## src/rtl/dtx_pkg.sv

```systemverilog
package dtx_pkg;
  localparam int DTX_DATA_W     = 8;
  localparam int DTX_FIFO_DEPTH = 32;
  localparam int DTX_QUEUE_W    = 24;

  // rate code to bits per frame; codes above 1 use the whole slot
  function automatic int frame_bits(logic [1:0] rate, int slot_w);
    case (rate)
      2'd0:    return 1;
      2'd1:    return 2;
      default: return slot_w;
    endcase
  endfunction
endpackage

```

## src/rtl/dtx_fifo.sv

```systemverilog
module dtx_fifo #(
  parameter int W     = 8,
  parameter int DEPTH = 32
) (
  input  logic         clk,
  input  logic         rst_n,
  input  logic         wr_valid,
  input  logic [W-1:0] wr_data,
  output logic         wr_ready,
  input  logic         rd_pop,
  output logic [W-1:0] rd_data,
  output logic         empty,
  input  logic         ovf_clr,
  output logic         ovf
);
  localparam int AW = (DEPTH > 1) ? $clog2(DEPTH) : 1;

  logic [W-1:0]  mem [DEPTH];
  logic [AW-1:0] wptr, rptr;
  logic [AW:0]   count;
  logic          full, push, pop;

  function automatic logic [AW-1:0] bump(logic [AW-1:0] p);
    return (p == AW'(DEPTH - 1)) ? '0 : p + 1'b1;
  endfunction

  assign full     = (count == (AW+1)'(DEPTH));
  assign empty    = (count == '0);
  assign wr_ready = !full;
  assign push     = wr_valid && !full;
  assign pop      = rd_pop && !empty;
  assign rd_data  = mem[rptr];

  always_ff @(posedge clk) begin
    if (push) mem[wptr] <= wr_data;
  end

  always_ff @(posedge clk) begin
    if (!rst_n) begin
      wptr  <= '0;
      rptr  <= '0;
      count <= '0;
      ovf   <= 1'b0;
    end else begin
      if (push) wptr <= bump(wptr);
      if (pop)  rptr <= bump(rptr);
      case ({push, pop})
        2'b10:   count <= count + 1'b1;
        2'b01:   count <= count - 1'b1;
        default: count <= count;
      endcase
      if (wr_valid && full) ovf <= 1'b1;
      else if (ovf_clr)     ovf <= 1'b0;
    end
  end

  // a refused byte is recorded
  assert_ovf_set_R1: assert property (@(posedge clk) disable iff (!rst_n)
    (wr_valid && !wr_ready) |=> ovf);
  // the flag holds until cleared
  assert_ovf_hold_R1: assert property (@(posedge clk) disable iff (!rst_n)
    (ovf && !ovf_clr) |=> ovf);
endmodule

```

## src/rtl/dtx_framer.sv

```systemverilog
module dtx_framer
  import dtx_pkg::*;
#(
  parameter int DATA_W  = 8,
  parameter int QUEUE_W = 24,
  parameter int CHUNK_W = DATA_W + 3,
  parameter int CW      = $clog2(QUEUE_W + 1),
  parameter int LW      = $clog2(CHUNK_W + 1)
) (
  input  logic              clk,
  input  logic              rst_n,
  input  logic              start_set,
  input  logic [1:0]        cfg_rate,
  input  logic              cfg_byte_mode,
  input  logic              cfg_frame_en,
  input  logic              cfg_parity_en,
  input  logic              cfg_msb_first,
  input  logic              frame_tick,
  input  logic              fifo_empty,
  input  logic [DATA_W-1:0] fifo_data,
  input  logic [CW-1:0]     q_cnt,
  output logic              fifo_pop,
  output logic              ld_en,
  output logic [CHUNK_W-1:0] ld_bits,
  output logic [LW-1:0]     ld_len,
  output logic              armed
);
  logic              in_msg, par_acc;
  logic [CW-1:0]     nb;
  logic [DATA_W-1:0] d_ord;
  logic              d_par, msg_mode, slot_free, take, finish;

  assign nb        = CW'(frame_bits(cfg_rate, DATA_W));
  assign msg_mode  = !cfg_byte_mode;
  assign d_par     = ^fifo_data;
  assign slot_free = !frame_tick && (q_cnt <= CW'(QUEUE_W - CHUNK_W));
  assign take      = armed && !fifo_empty && slot_free;
  assign finish    = msg_mode && in_msg && fifo_empty && slot_free && (q_cnt < nb);
  assign fifo_pop  = take;
  assign ld_en     = take || finish;

  always_comb begin
    for (int k = 0; k < DATA_W; k++)
      d_ord[k] = cfg_msb_first ? fifo_data[DATA_W-1-k] : fifo_data[k];
  end

  // chunk bit 0 goes out first; unused chunk bits stay at stop level
  always_comb begin
    ld_bits = '1;
    ld_len  = '0;
    if (take) begin
      if (msg_mode) begin
        if (!in_msg) begin
          ld_bits[0]        = 1'b0;
          ld_bits[DATA_W:1] = d_ord;
          ld_len            = LW'(DATA_W + 1);
        end else begin
          ld_bits[DATA_W-1:0] = d_ord;
          ld_len              = LW'(DATA_W);
        end
      end else if (cfg_frame_en) begin
        ld_bits[0]        = 1'b0;
        ld_bits[DATA_W:1] = d_ord;
        if (cfg_parity_en) begin
          ld_bits[DATA_W+1] = d_par;
          ld_len            = LW'(DATA_W + 3);
        end else begin
          ld_len            = LW'(DATA_W + 2);
        end
      end else begin
        ld_bits[DATA_W-1:0] = d_ord;
        ld_len              = LW'(DATA_W);
      end
    end else if (finish) begin
      if (cfg_parity_en) begin
        ld_bits[0] = par_acc;
        ld_len     = LW'(2);
      end else begin
        ld_len     = LW'(1);
      end
    end
  end

  always_ff @(posedge clk) begin
    if (!rst_n) begin
      armed   <= 1'b0;
      in_msg  <= 1'b0;
      par_acc <= 1'b0;
    end else begin
      if (start_set)   armed <= 1'b1;
      else if (finish) armed <= 1'b0;
      if (take && msg_mode) begin
        in_msg  <= 1'b1;
        par_acc <= in_msg ? (par_acc ^ d_par) : d_par;
      end else if (finish) begin
        in_msg  <= 1'b0;
      end
    end
  end

  // arming only drops at the end of a framed message
  assert_disarm_msg_R6: assert property (@(posedge clk) disable iff (!rst_n)
    $fell(armed) |-> $past(msg_mode));
  // the environment keeps ticks apart
  assert_tick_gap_R11: assert property (@(posedge clk) disable iff (!rst_n)
    frame_tick |=> !frame_tick);
endmodule

```

## src/rtl/dtx_shifter.sv

```systemverilog
module dtx_shifter
  import dtx_pkg::*;
#(
  parameter int DATA_W  = 8,
  parameter int QUEUE_W = 24,
  parameter int CHUNK_W = DATA_W + 3,
  parameter int CW      = $clog2(QUEUE_W + 1),
  parameter int LW      = $clog2(CHUNK_W + 1)
) (
  input  logic               clk,
  input  logic               rst_n,
  input  logic               frame_tick,
  input  logic [1:0]         cfg_rate,
  input  logic               ld_en,
  input  logic [CHUNK_W-1:0] ld_bits,
  input  logic [LW-1:0]      ld_len,
  output logic [CW-1:0]      q_cnt,
  output logic [DATA_W-1:0]  slot_out
);
  localparam logic [QUEUE_W-1:0] ONES = '1;

  logic [QUEUE_W-1:0] queue, lenmask, shifted, merged;
  logic [CW-1:0]      nb;
  logic [DATA_W-1:0]  slot_nx;

  assign nb      = CW'(frame_bits(cfg_rate, DATA_W));
  assign shifted = (queue >> nb) | ~(ONES >> nb);
  assign lenmask = ~(ONES << ld_len);
  assign merged  = (queue & ~(lenmask << q_cnt))
                 | ((QUEUE_W'(ld_bits) & lenmask) << q_cnt);

  always_comb begin
    for (int j = 0; j < DATA_W; j++)
      slot_nx[j] = (CW'(j) < nb) ? queue[j] : 1'b1;
  end

  always_ff @(posedge clk) begin
    if (!rst_n) begin
      queue    <= '1;
      q_cnt    <= '0;
      slot_out <= '1;
    end else if (frame_tick) begin
      slot_out <= slot_nx;
      queue    <= shifted;
      q_cnt    <= (q_cnt > nb) ? q_cnt - nb : '0;
    end else if (ld_en) begin
      queue    <= merged;
      q_cnt    <= q_cnt + CW'(ld_len);
    end
  end

  // at one bit per frame every upper slot bit is stop level
  assert_pad_ones_R3: assert property (@(posedge clk) disable iff (!rst_n)
    (frame_tick && cfg_rate == 2'd0) |=> (slot_out[DATA_W-1:1] == '1));
  // the slot only moves on a tick
  assert_slot_hold_R11: assert property (@(posedge clk) disable iff (!rst_n)
    !frame_tick |=> $stable(slot_out));
  // queue occupancy within its storage
  assert_queue_bound_R1: assert property (@(posedge clk) disable iff (!rst_n)
    q_cnt <= CW'(QUEUE_W));
endmodule

```

## src/rtl/dch_slot_tx.sv

```systemverilog
module dch_slot_tx
  import dtx_pkg::*;
#(
  parameter int DATA_W     = DTX_DATA_W,
  parameter int FIFO_DEPTH = DTX_FIFO_DEPTH,
  parameter int QUEUE_W    = DTX_QUEUE_W
) (
  input  logic              clk,
  input  logic              rst_n,
  input  logic              wr_valid,
  output logic              wr_ready,
  input  logic [DATA_W-1:0] wr_data,
  input  logic              start_set,
  output logic              tx_armed,
  input  logic              ovf_clr,
  output logic              ovf,
  input  logic [1:0]        cfg_rate,
  input  logic              cfg_byte_mode,
  input  logic              cfg_frame_en,
  input  logic              cfg_parity_en,
  input  logic              cfg_msb_first,
  input  logic              frame_tick,
  output logic [DATA_W-1:0] slot_out
);
  localparam int CHUNK_W = DATA_W + 3;
  localparam int CW      = $clog2(QUEUE_W + 1);
  localparam int LW      = $clog2(CHUNK_W + 1);

  logic              f_empty, f_pop, ld_en;
  logic [DATA_W-1:0] f_data;
  logic [CW-1:0]     q_cnt;
  logic [CHUNK_W-1:0] ld_bits;
  logic [LW-1:0]     ld_len;

  dtx_fifo #(.W(DATA_W), .DEPTH(FIFO_DEPTH)) u_fifo (
    .clk(clk), .rst_n(rst_n), .wr_valid(wr_valid), .wr_data(wr_data),
    .wr_ready(wr_ready), .rd_pop(f_pop), .rd_data(f_data), .empty(f_empty),
    .ovf_clr(ovf_clr), .ovf(ovf)
  );

  dtx_framer #(.DATA_W(DATA_W), .QUEUE_W(QUEUE_W), .CHUNK_W(CHUNK_W),
               .CW(CW), .LW(LW)) u_framer (
    .clk(clk), .rst_n(rst_n), .start_set(start_set), .cfg_rate(cfg_rate),
    .cfg_byte_mode(cfg_byte_mode), .cfg_frame_en(cfg_frame_en),
    .cfg_parity_en(cfg_parity_en), .cfg_msb_first(cfg_msb_first),
    .frame_tick(frame_tick), .fifo_empty(f_empty), .fifo_data(f_data),
    .q_cnt(q_cnt), .fifo_pop(f_pop), .ld_en(ld_en), .ld_bits(ld_bits),
    .ld_len(ld_len), .armed(tx_armed)
  );

  dtx_shifter #(.DATA_W(DATA_W), .QUEUE_W(QUEUE_W), .CHUNK_W(CHUNK_W),
                .CW(CW), .LW(LW)) u_shifter (
    .clk(clk), .rst_n(rst_n), .frame_tick(frame_tick), .cfg_rate(cfg_rate),
    .ld_en(ld_en), .ld_bits(ld_bits), .ld_len(ld_len), .q_cnt(q_cnt),
    .slot_out(slot_out)
  );
endmodule

```

## config.mk

```make
export PLATFORM = sky130hd
export DESIGN_NAME = dch_slot_tx
export DESIGN_NICKNAME = d
export VERILOG_FILES = /design/src/rtl/dtx_pkg.sv /design/src/rtl/dtx_fifo.sv /design/src/rtl/dtx_framer.sv /design/src/rtl/dtx_shifter.sv /design/src/rtl/dch_slot_tx.sv
export SDC_FILE = /design/constraint.sdc
export NUM_CORES = 1
export LEC_CHECK = 0
export BUFFER_PORTS_ARGS = -buffer_cell sky130_fd_sc_hd__buf_2
export CAP_MARGIN = 20
export CORE_MARGIN = 2
export CORE_UTILIZATION = 35
export CTS_CLUSTER_SIZE = 24
export DETAILED_ROUTE_END_ITERATION = 10
export GPL_ROUTABILITY_DRIVEN = 1
export GPL_TIMING_DRIVEN = 0
export HOLD_SLACK_MARGIN = 0.05
export PLACE_DENSITY = 0.55
export SLEW_MARGIN = 25
export SYNTH_ARGS = -nofsm -noshare
export SYNTH_HDL_FRONTEND = slang
export SYNTH_SLANG_ARGS = --single-unit
```

## constraint.sdc

```tcl
create_clock -name clk -period 4.6 [get_ports clk]
set_input_delay 1.38 -clock clk [delete_from_list [all_inputs] [get_ports clk]]
set_output_delay 1.38 -clock clk [all_outputs]
set_load 0.01 [all_outputs]
```

==> qor.csv, run 1 <==
stage,metric,value,unit
status,status,completed,
placed_design,detailed_place_hpwl,29200,um
clock_network,clk-insertion-delay-late,0.55,ns
clock_network,clockRootBuffer,sky130_fd_sc_hd__clkbuf_16,
yosys,mappedNetlistArea,14910,um^2
clock_network,h-tree-depth,2,
timing,final_slew_violations,0,
setup_path,worst-r2r-cell-count,11,
setup_path,critPathRequiredTime,5.10,ns
drt,ant_nets,0,
yosys,netlist_instances,1120,
placed_design,post-place-ws,-1.174,ns
timing,hold_violations,0,
floorplanning,die-width,210.4,um
clock_network,numCtsBuffers,36,
grt,track_usage,0.1933,
clock_network,path_clk_slew,0.06,ns
grt,grt_start_max_net_pins,33,
layout,post-route-util,0.4036,
floorplanning,fp.dieH,210.4,um
layout,layout-drive-gt1-share,0.1583,
drt,totalWireLength,42430,um
pwr,total_leakage_power,0.005445,uW
layout,fillerInstances,3951,
grt,vias_in_the_first_global_route,9835,
placed_design,routability_cong,0.9583,
timing,setup-tns-final,0,ns
clock_network,max_clock_buf_depth,3,
floorplanning,boundaryPins,31,
setup_path,setup_crit_start_kind,flop,
pwr,max-vdd-ir-drop,0.3169,mV
yosys,synth_seq_cells,318,
timing,max_freq,0.2255,GHz
placed_design,placement.io_buffers,28,
grt,gr-total-overflow,0,
timing,final-setup-viol-count,0,
timing,fin_skew,0.01157,ns
timing,worst-slew-pin-transition,0.9506,ns
floorplanning,placementRows,75,
min_path,number_of_cells_on_the_worst_hold_path,2,
timing,grt_setup_unrepaired,yes,
clock_network,clock_sink_count,318,
setup_path,timing.critical_path.arrival,4.94,ns
setup_path,path_max_fanout,10,
yosys,postSynthNetCount,1161,
pwr,report.power.total,6671,uW
setup_path,critical_path.n_buffers_inverters,2,
yosys,synth.largest_area_cell,sky130_fd_sc_hd__edfxtp_1,
drt,detail_route.drc_violations,0,
yosys,synth_edf_count,256,
setup_path,endpoint_kind,flop,
floorplanning,core_area,42040,um^2
yosys,synth_top_cell_area_share,0.5155,
grt,antenna_found_initial,0,
drt,routed_via_density,5.701,
setup_path,critical_path.max_stage_delay,0.59,ns
yosys,yosys_warnings,0,
setup_path,crit_chain,"clkbuf_1, clkbuf_4, mux4_2, mux4_2, mux2i_2, xnor3_1, xnor2_4, o41a_1, o31a_1, a311oi_1, o22a_1",
drt,detail_route.first_pass.iterations,5,
yosys,yosys_most_used_dff,sky130_fd_sc_hd__edfxtp_1,
drt,drt_first_iter_violations,1023,
layout,antenna-diode-count,0,
yosys,yosys-top-cells-count,"sky130_fd_sc_hd__edfxtp_1 (256), sky130_fd_sc_hd__nor2_1 (107), sky130_fd_sc_hd__nand2_1 (90), sky130_fd_sc_hd__mux4_2 (75), sky130_fd_sc_hd__clkbuf_1 (64)",
yosys,async_reset_ff_frac,0,
pwr,powerDensity,393.2,nW/um^2
setup_path,cell_family_with_most_cp_delay,multiplexers,
setup_path,path_class,reg2reg,
yosys,part_of_the_yosys_area_used_for_sequential_elements,0.5987,
drt,routed_wire_length_per_instance,24.22,um
min_path,holdCritStartpoint,u_shifter.slot_out[4],
yosys,post_synth_num_cell_types,76,
run,cap_viol_max_count,0,
floorplanning,floorplan.die_area,44280,um^2
yosys,top_cells_by_area_synth,"sky130_fd_sc_hd__edfxtp_1 (52%), sky130_fd_sc_hd__mux4_2 (11%), sky130_fd_sc_hd__dfxtp_1 (8.3%)",
timing,timing.final.ws_setup,0.1649,ns
clock_network,hold_buffers,0,
layout,area_added_between_synthesis_and_finish,13.77,%
clock_network,tritoncts,done,
setup_path,cell_type_with_the_highest_occurrence_count_on_the_critical_path,sky130_fd_sc_hd__mux4_2,
floorplanning,initial_utilization,0.3547,
setup_path,critPathSlowestCell,sky130_fd_sc_hd__mux4_2,
setup_path,worst_setup_slack_for_register_to_register_paths,0.16,ns
yosys,synth_area_per_cell,13.32,um^2
yosys,synthMostInstantiatedCell,sky130_fd_sc_hd__edfxtp_1,
grt,global_route_wire_length_before_repair,63620,um
min_path,hp-class,reg2reg,
min_path,worstHoldEndpoint,u_shifter.slot_out[4],
timing,layout_worst_path_cycle_share,0.9642,
drt,vias,9988,
setup_path,reg2reg_to,u_shifter.queue[9],
timing,slew_headroom,0.3663,
timing,timing.final.crit_period,4.435,ns
layout,num-nets-final,1227,
==> cells in the final DEF, fill, tap and decap left out, drive strengths merged, types with 35 or more instances in the layout <==
master,Yosys,final
a21oi,62,62
buf,11,42
clkbuf,64,109
dfxtp,62,62
edfxtp,256,256
mux2i,35,35
mux4,75,75
nand2,90,90
nor2,107,107
o21ai,60,60
==> power breakdown <==
part           internal [uW]  leakage (uW)  switching, uW  total, uW
logic                    248       0.00210            482        730
registers               3150       0.00281           45.7       3190
clock network           1570      0.000535           1170       2750
total                   4970       0.00544           1700       6670
==> stage by stage <==
| step | instances | area [um^2] | hold WS, ns |
|---|---|---|---|
| global placement | 1687 | 15730 | 0.4528 |
| CTS | 1754 | 16930 | 0.4793 |
| finish | 1752 | 16970 | 0.4766 |
| detailed placement | 1687 | 15730 | 0.4615 |
| floorplan | 1120 | 14920 | 0.4449 |
| global route | 1752 | 16970 | 0.5012 |
==> worst max path at each step <==
stage / startpoint / endpoint / slack [ns] / cells after the start
CTS: flop / u_shifter.queue[16] / 0.01 / 12
global placement: frame_tick / u_fifo.count[5] / -1.27 / 15
floorplan: cfg_rate[0] / u_shifter.q_cnt[4] / 0.12 / 16
finish: flop / u_shifter.queue[9] / 0.16 / 11
global route: flop / u_shifter.queue[19] / -0.03 / 13
detailed placement: frame_tick / u_fifo.count[5] / -1.17 / 15
==> worst register-to-register path, cell delays in order, from the launching register on <==
cell and delay, ns:
sky130_fd_sc_hd__dfxtp_1 0.31, sky130_fd_sc_hd__clkbuf_1 0.17, sky130_fd_sc_hd__clkbuf_4 0.37, sky130_fd_sc_hd__mux4_2 0.60, sky130_fd_sc_hd__mux4_2 0.54, sky130_fd_sc_hd__mux2i_2 0.37
sky130_fd_sc_hd__xnor3_1 0.56, sky130_fd_sc_hd__xnor2_4 0.22, sky130_fd_sc_hd__o41a_1 0.41, sky130_fd_sc_hd__o31a_1 0.29, sky130_fd_sc_hd__a311oi_1 0.38, sky130_fd_sc_hd__o22a_1 0.17
==> state kept, by name (all words and copies together), names as in the netlist, named ones only <==
register	flops
u_fifo.rptr	5
u_fifo.wptr	5
u_shifter.slot_out	8
u_framer.par_acc	1
u_fifo.ovf	1
u_shifter.q_cnt	5
u_framer.armed	1
u_fifo.count	6
u_shifter.queue	24
u_fifo.mem	256
u_framer.in_msg	1
==> cell families (layout without fill, tap and decap cells) <==
group / after synthesis / in the layout / synth area share
xor gates and xnor gates: 13 / 13 / 0.009481
muxes: 114 / 114 / 0.1422
adders and majority gates: 21 / 21 / 0.01913
AOI/OAI and AO/OA: 257 / 257 / 0.1133
DFF: 318 / 318 / 0.5987
and+or+nand+nor: 291 / 291 / 0.08919
buffers and inverters: 106 / 199 / 0.02802
==> repair_timing <==
action | CTS | global route
setup endpoints to repair | 31 | 24
gates resized for setup | 20 | 17
buffers inserted | 3 | 0
hold endpoints to repair | 0 | 0
pin swaps | 1 | 0
==> layer usage <==
metal	track usage	vias up	wire, um
li1	-	4506	-
met1	0.2730	5066	18920
met2	0.3049	346	19750
met3	0.02875	70	2451
met4	0.06969	0	1312
met5	0	-	0
==> final cells by class <==
class | count | area, um^2 | share of cell area
inverter | 31 | 120.1 | 0.007080
multi-input combinational | 696 | 5653 | 0.3332
tap | 539 | 674.4 | 0.03975
sequential | 318 | 8930 | 0.5263
timing repair buffer | 31 | 162.7 | 0.009587
buffer | 72 | 316.6 | 0.01866
clock inverter | 17 | 163.9 | 0.009661
clock buffer | 48 | 945.9 | 0.05575
(Power assumes the default switching activity.)
==> run 2, diff against run 1 <==
- PLACE_DENSITY: 0.55 -> 0.54
- clock period: 4.6 -> 5.33 ns (I/O delays scaled with it)
==> run 2 against run 1 <==
Clock power is 2% lower. Via count is 1.5% higher. Clock skew is 0.022 ns higher. Die area stayed put. Clock-buffer cell count is 9 lower. Sequential power is 13% lower. Largest power group unchanged.
==> qor.csv, run 2 (synthesis gave the netlist of run 1 again) <==
stage,metric,value,unit,change
placed_design,dp_cells,1687,,unchanged
setup_path,setup_crit_start_kind,flop,,
clock_network,clock_sink_count,318,,unchanged
setup_path,cell_type_with_the_highest_occurrence_count_on_the_critical_path,sky130_fd_sc_hd__mux4_2,,
layout,area_added_between_synthesis_and_finish,14.32,%,
floorplanning,fp.dieH,210.4,um,unchanged
layout,largest_registers,"u_fifo.mem x256, u_shifter.queue x24, u_shifter.slot_out x8",,
setup_path,worstSetupPathDepth,11,,unchanged
floorplanning,floorplan.die_area,44280,um^2,unchanged
timing,grt_setup_unrepaired,no,,
setup_path,cell_family_with_most_cp_delay,multiplexers,,
layout,final_common_cell,sky130_fd_sc_hd__edfxtp_1,,
min_path,holdCritStartpoint,u_shifter.slot_out[5],,
placed_design,placement.io_buffers,28,,unchanged
clock_network,max_clock_buf_depth,3,,unchanged
drt,vias,10142,,+1.5%
placed_design,detailed_place_hpwl,28870,um,-1.1%
setup_path,path_max_fanout,10,,unchanged
run,cap_viol_max_count,0,,unchanged
drt,drt_first_iter_violations,1082,,+5.8%
pwr,total_leakage_power,0.005521,uW,+1.4%
pwr,power_frac_comb,0.099,,-0.010
placed_design,post-place-ws,-0.9256,ns,+0.2489 ns
timing,hold-worst-slack,0.4742,ns,-0.002434 ns
layout,registers.top_by_ff_count,u_fifo.mem,,
drt,routed_via_density,5.779,,+1.4%
grt,grt_use_met1,0.2690,,-0.003992
setup_path,crit_chain,"clkbuf_1, clkbuf_2, mux4_2, mux4_2, mux2i_2, xnor3_1, xnor2_1, nand3_1, o211a_1, a2111oi_1, o311ai_1",,
layout,post-route-util,0.4055,,+0.001965
layout,largest_register_ff_count,256,,unchanged
timing,worst-slew-pin-transition,0.9915,ns,+0.04089 ns
drt,detail_route.drc_violations,0,,unchanged
drt,totalWireLength,42750,um,+0.74%
setup_path,critPathRequiredTime,5.73,ns,+0.63 ns
setup_path,endpoint_kind,flop,,
floorplanning,initial_utilization,0.3547,,unchanged
clock_network,h-tree-depth,2,,unchanged
timing,slew_headroom,0.3366,,-0.02970
floorplanning,core_area,42040,um^2,unchanged
pwr,p_switching,1493,uW,-12%
pwr,powerDensity,354.9,nW/um^2,-9.7%
drt,routed_wire_length_per_instance,24.36,um,+0.57%
timing,hold_violations,0,,unchanged
clock_network,path_clk_slew,0.06,ns,about the same
clock_network,numCtsBuffers,36,,unchanged
floorplanning,boundaryPins,31,,unchanged
setup_path,timing.critical_path.arrival,5.52,ns,+0.58 ns
grt,antenna_found_initial,1,,+1
timing,final-setup-viol-count,0,,unchanged
pwr,power.sequential.fraction,0.456,,-0.023
timing,max_freq,0.1954,GHz,-13%
timing,layout_worst_path_cycle_share,0.9604,,-0.003781
grt,use_met3,0.03889,,+0.01013
layout,num-nets-final,1229,,+0.16%
layout,layout-drive-gt1-share,0.1579,,-0.0003905
min_path,number_of_cells_on_the_worst_hold_path,2,,unchanged
timing,timing.final.crit_period,5.119,ns,+0.6837 ns
drt,detail_route.first_pass.iterations,6,,+1
pwr,max-vdd-ir-drop,0.2714,mV,-14%
setup_path,worst-r2r-cell-count,11,,unchanged
layout,layoutNonFillerInstCount,1755,,+0.17%
status,status,completed,,
timing,fin_skew,0.03386,ns,+0.02229 ns
clock_network,tritoncts,done,,
setup_path,critical_path.n_buffers_inverters,2,,unchanged
grt,global_route_wire_length_before_repair,64170,um,+0.86%
min_path,hp-class,reg2reg,,
floorplanning,die-width,210.4,um,unchanged
timing,timing.final.ws_setup,0.2112,ns,+0.04632 ns
pwr,power_switching_share,0.2468,,-0.008083
setup_path,path_class,reg2reg,,
grt,vias_in_the_first_global_route,10020,,+1.9%
floorplanning,placementRows,75,,unchanged
grt,grt.busiest_layer,met2,,
grt,gr-total-overflow,0,,unchanged
clock_network,clockRootBuffer,sky130_fd_sc_hd__clkbuf_16,,
timing,final_slew_violations,0,,unchanged
grt,grt_start_max_net_pins,33,,unchanged
pwr,power.share.clock,0.445,,+0.033
drt,ant_nets,0,,unchanged
setup_path,critical_path.max_stage_delay,0.76,ns,+0.17 ns
clock_network,clk-insertion-delay-late,0.56,ns,about the same
layout,antenna-diode-count,0,,unchanged
grt,grt_use_met2,0.3067,,+0.001827
layout,mostFrequentLayoutCells,"sky130_fd_sc_hd__edfxtp_1 (256), sky130_fd_sc_hd__nor2_1 (107), sky130_fd_sc_hd__nand2_1 (90)",,
pwr,p_int,4557,uW,-8.3%
placed_design,routability_cong,0.9684,,+1.1%
grt,track_usage,0.1956,,+0.002245
setup_path,critPathSlowestCell,sky130_fd_sc_hd__a2111oi_1,,
-- run 2: worst paths after layout --
path                      endpoint  slack [ns]
min          u_shifter.slot_out[5]        0.47
max            u_shifter.queue[16]        0.21
min reg2reg  u_shifter.slot_out[5]        0.47
max reg2reg    u_shifter.queue[16]        0.21
-- run 2: what timing repair did --
item,4_1_cts,5_1_grt
gates cloned,0,0
hold buffers,0,0
buffers inserted,0,3
endpoints found under the setup margin,17,12
pin swaps,1,1
resized for setup,4,13
-- run 2: through the flow --
stage	TNS (ns)	power, uW	area [um^2]
final	0	6050	17050
after floorplan	0	3180	14910
after global placement	-19.30	3392	15730
after CTS	0	6081	17020
after global routing	0	6234	17050
after detailed placement	-18.82	3393	15730
-- run 2: final cells by class --
type | instances | area [um^2]
Buffer | 74 | 307.8
Inverter | 31 | 116.4
Fill cell | 3954 | 24990
Tap cell | 539 | 674.4
Clock buffer | 39 | 954.7
Clock inverter | 27 | 330.3
Multi-Input combinational cell | 696 | 5574
Sequential cell | 318 | 8929
Timing Repair Buffer | 31 | 162.7
-- run 2: per-layer routing --
layer  wire length, um  up-vias  share of wire
met1             18500     5128           0.43
met4              1542        2          0.036
met3              2883       93          0.067
li1                  -     4494              -
met5                17        -        0.00040
met2             19810      425           0.46
-- run 2: worst reg2reg max path: stages, from the launching register on --
cell and delay (ns):
sky130_fd_sc_hd__dfxtp_1 0.31, sky130_fd_sc_hd__clkbuf_1 0.50, sky130_fd_sc_hd__clkbuf_2 0.51, sky130_fd_sc_hd__mux4_2 0.43, sky130_fd_sc_hd__mux4_2 0.54, sky130_fd_sc_hd__mux2i_2 0.40
sky130_fd_sc_hd__xnor3_1 0.49, sky130_fd_sc_hd__xnor2_1 0.58, sky130_fd_sc_hd__nand3_1 0.14, sky130_fd_sc_hd__o211a_1 0.17, sky130_fd_sc_hd__a2111oi_1 0.76, sky130_fd_sc_hd__o311ai_1 0.14
-- run 2: power groups by stage --
stage	registers [uW]	clock network, uW	logic (uW)
floorplan	2790	0	388
global placement	2810	0	585
detailed placement	2810	0	587
CTS	2750	2740	589
global route	2760	2830	649
finish	2760	2690	601
==> run 3, diff against run 2 <==
- CORE_MARGIN: 2 -> default
- HOLD_SLACK_MARGIN: 0.05 -> 0.15
- SKIP_LAST_GASP: default -> 1
==> run 3 against run 2 <==
Register-to-register slack gained 0.03 ns. Setup slack gained 0.031 ns. Clock skew shrank 0.017 ns. Highest routed layer is now met4.
==> qor.csv, run 3 (synthesis gave the netlist of run 1 again) <==
stage,metric,value,unit,change
placed_design,post-place-ws,-1.016,ns,-0.09022 ns
min_path,hp-class,reg2reg,,
drt,detail_route.drc_violations,0,,unchanged
layout,num-nets-final,1230,,+0.081%
timing,layout_worst_path_cycle_share,0.9545,,-0.005886
drt,routed_via_density,5.713,,-1.1%
run,cap_viol_max_count,0,,unchanged
placed_design,dp_cells,1688,,+0.059%
grt,global_route_wire_length_before_repair,64630,um,+0.72%
setup_path,timing.critical_path.arrival,5.51,ns,about the same
timing,final-setup-viol-count,0,,unchanged
layout,largest_registers,"u_fifo.mem x256, u_shifter.queue x24, u_shifter.slot_out x8",,
setup_path,setup_crit_start_kind,flop,,
layout,finish.instance_area,16930,um^2,-0.72%
layout,layout-drive-gt1-share,0.1524,,-0.005506
timing,timing.final.ws_setup,0.2426,ns,+0.03137 ns
layout,final_common_cell,sky130_fd_sc_hd__edfxtp_1,,
placed_design,placement.io_buffers,28,,unchanged
layout,largest_register_ff_count,256,,unchanged
grt,vias_in_the_first_global_route,9912,,-1.1%
pwr,max-vdd-ir-drop,0.2811,mV,+3.6%
drt,ant_nets,0,,unchanged
grt,track_usage,0.2008,,+0.005243
status,status,completed,,
clock_network,max_clock_buf_depth,3,,unchanged
setup_path,path_class,reg2reg,,
floorplanning,core_area,41950,um^2,-0.22%
clock_network,numCtsBuffers,35,,-2.8%
grt,grt_start_max_net_pins,33,,unchanged
clock_network,tritoncts,done,,
drt,routed_wire_length_per_instance,24.52,um,+0.68%
timing,grt_setup_unrepaired,no,,
clock_network,hold_buffers,0,,unchanged
layout,fillerInstances,3883,,-1.8%
grt,gr-total-overflow,0,,unchanged
placed_design,routability_cong,0.9679,,about the same
setup_path,worst_setup_slack_for_register_to_register_paths,0.24,ns,+0.03 ns
layout,mostFrequentLayoutCells,"sky130_fd_sc_hd__edfxtp_1 (256), sky130_fd_sc_hd__nor2_1 (107), sky130_fd_sc_hd__nand2_1 (90)",,
pwr,report.power.total,5766,uW,-4.7%
timing,slew_headroom,0.3149,,-0.02168
floorplanning,initial_utilization,0.3555,,+0.0007936
timing,final_slew_violations,0,,unchanged
timing,worst-slew-pin-transition,1.024,ns,+0.03240 ns
layout,multi_input_comb_area,5580,um^2,+0.11%
pwr,total_leakage_power,0.005449,uW,-1.3%
drt,detail_route.first_pass.iterations,5,,-1
clock_network,path_clk_slew,0.06,ns,about the same
drt,totalWireLength,43010,um,+0.62%
timing,hold_violations,0,,unchanged
grt,antenna_found_initial,1,,unchanged
floorplanning,fp.dieH,208.4,um,-0.95%
floorplanning,boundaryPins,31,,unchanged
layout,layout.area.seq,8929,um^2,unchanged
setup_path,endpoint_kind,flop,,
timing,fin_skew,0.01714,ns,-0.01672 ns
placed_design,detailed_place_hpwl,29050,um,+0.60%
layout,registers.top_by_ff_count,u_fifo.mem,,
floorplanning,placementRows,75,,unchanged
drt,drt_first_iter_violations,1198,,+11%
min_path,holdCritStartpoint,u_shifter.slot_out[3],,
setup_path,critPathRequiredTime,5.75,ns,+0.02 ns
clock_network,clk-insertion-delay-late,0.56,ns,about the same
layout,area_added_between_synthesis_and_finish,13.50,%,
clock_network,h-tree-depth,2,,unchanged
timing,timing.final.crit_period,5.087,ns,-0.03137 ns
clock_network,clock_sink_count,318,,unchanged
layout,layoutNonFillerInstCount,1754,,-0.057%
placed_design,placement.cell_area,15750,um^2,+0.11%
floorplanning,die-width,208.4,um,-0.95%
timing,hold-worst-slack,0.4680,ns,-0.006197 ns
timing,max_freq,0.1966,GHz,+0.62%
clock_network,clockRootBuffer,sky130_fd_sc_hd__clkbuf_16,,
pwr,powerDensity,340.6,nW/um^2,-4.0%
floorplanning,floorplan.die_area,43440,um^2,-1.9%
setup_path,path_max_fanout,10,,unchanged
drt,vias,10021,,-1.2%
run 3: changes by cell type in the layout (fill, tap and decap cells not counted), sizes merged:
cell and delta:
bufinv -5, clkinv -2, clkbuf +4, buf +2, clkinvlp -1, diode +1
run 3: final timing paths:
check                               end  cells past startpoint
setup reg to reg    u_shifter.queue[19]                     12
setup / recovery    u_shifter.queue[19]                     12
hold reg to reg   u_shifter.slot_out[3]                      2
hold / removal    u_shifter.slot_out[3]                      2
run 3: area by class of cell:
type,instances,area share
well taps,539,0.03984
plain buffers,74,0.01796
inverters,31,0.006875
multi-input cells,696,0.3297
clock inverters,19,0.01257
diodes,1,0.0001478
clock buffers,43,0.05470
flip-flops and latches,318,0.5275
repair buffers,33,0.01072
run 3: routing by layer:
layer / wire [um] / track usage / vias to the layer above
met2: 20310 / 0.3258 / 397
met1: 18510 / 0.2703 / 5040
li1: - / - / 4502
met5: 0 / 0 / -
met3: 2744 / 0.03366 / 82
met4: 1441 / 0.07433 / 0
run 3: what timing repair did:
item	in CTS	in global routing
gates resized for setup	2	13
pin swaps	1	0
setup buffers	4	0
endpoints found under the setup margin	17	13
run 3: critical path: stages, from the launching register on:
cell and delay, ns:
sky130_fd_sc_hd__dfxtp_1 0.31, sky130_fd_sc_hd__clkbuf_1 0.44, sky130_fd_sc_hd__clkbuf_1 0.79, sky130_fd_sc_hd__mux4_2 0.46, sky130_fd_sc_hd__mux4_2 0.54, sky130_fd_sc_hd__mux2i_4 0.28
sky130_fd_sc_hd__xnor2_1 0.17, sky130_fd_sc_hd__xnor3_1 0.24, sky130_fd_sc_hd__xnor2_1 0.56, sky130_fd_sc_hd__o41a_1 0.33, sky130_fd_sc_hd__a21oi_1 0.20, sky130_fd_sc_hd__a2111oi_0 0.52
sky130_fd_sc_hd__o31ai_1 0.10
run 3: stage by stage:
stage               utilization  TNS, ns
detailed placement       0.3754   -17.83
finish                   0.4035        0
global route             0.4035        0
CTS                      0.4033        0
floorplan                     -        0
global placement         0.3749   -18.67
run 3: power breakdown:
group          internal [uW]  total [uW]  switching [uW]
Combinational            199         603             404
Clock                   1360        2410            1050
Sequential              2720        2750            37.9
Total                   4270        5770            1490
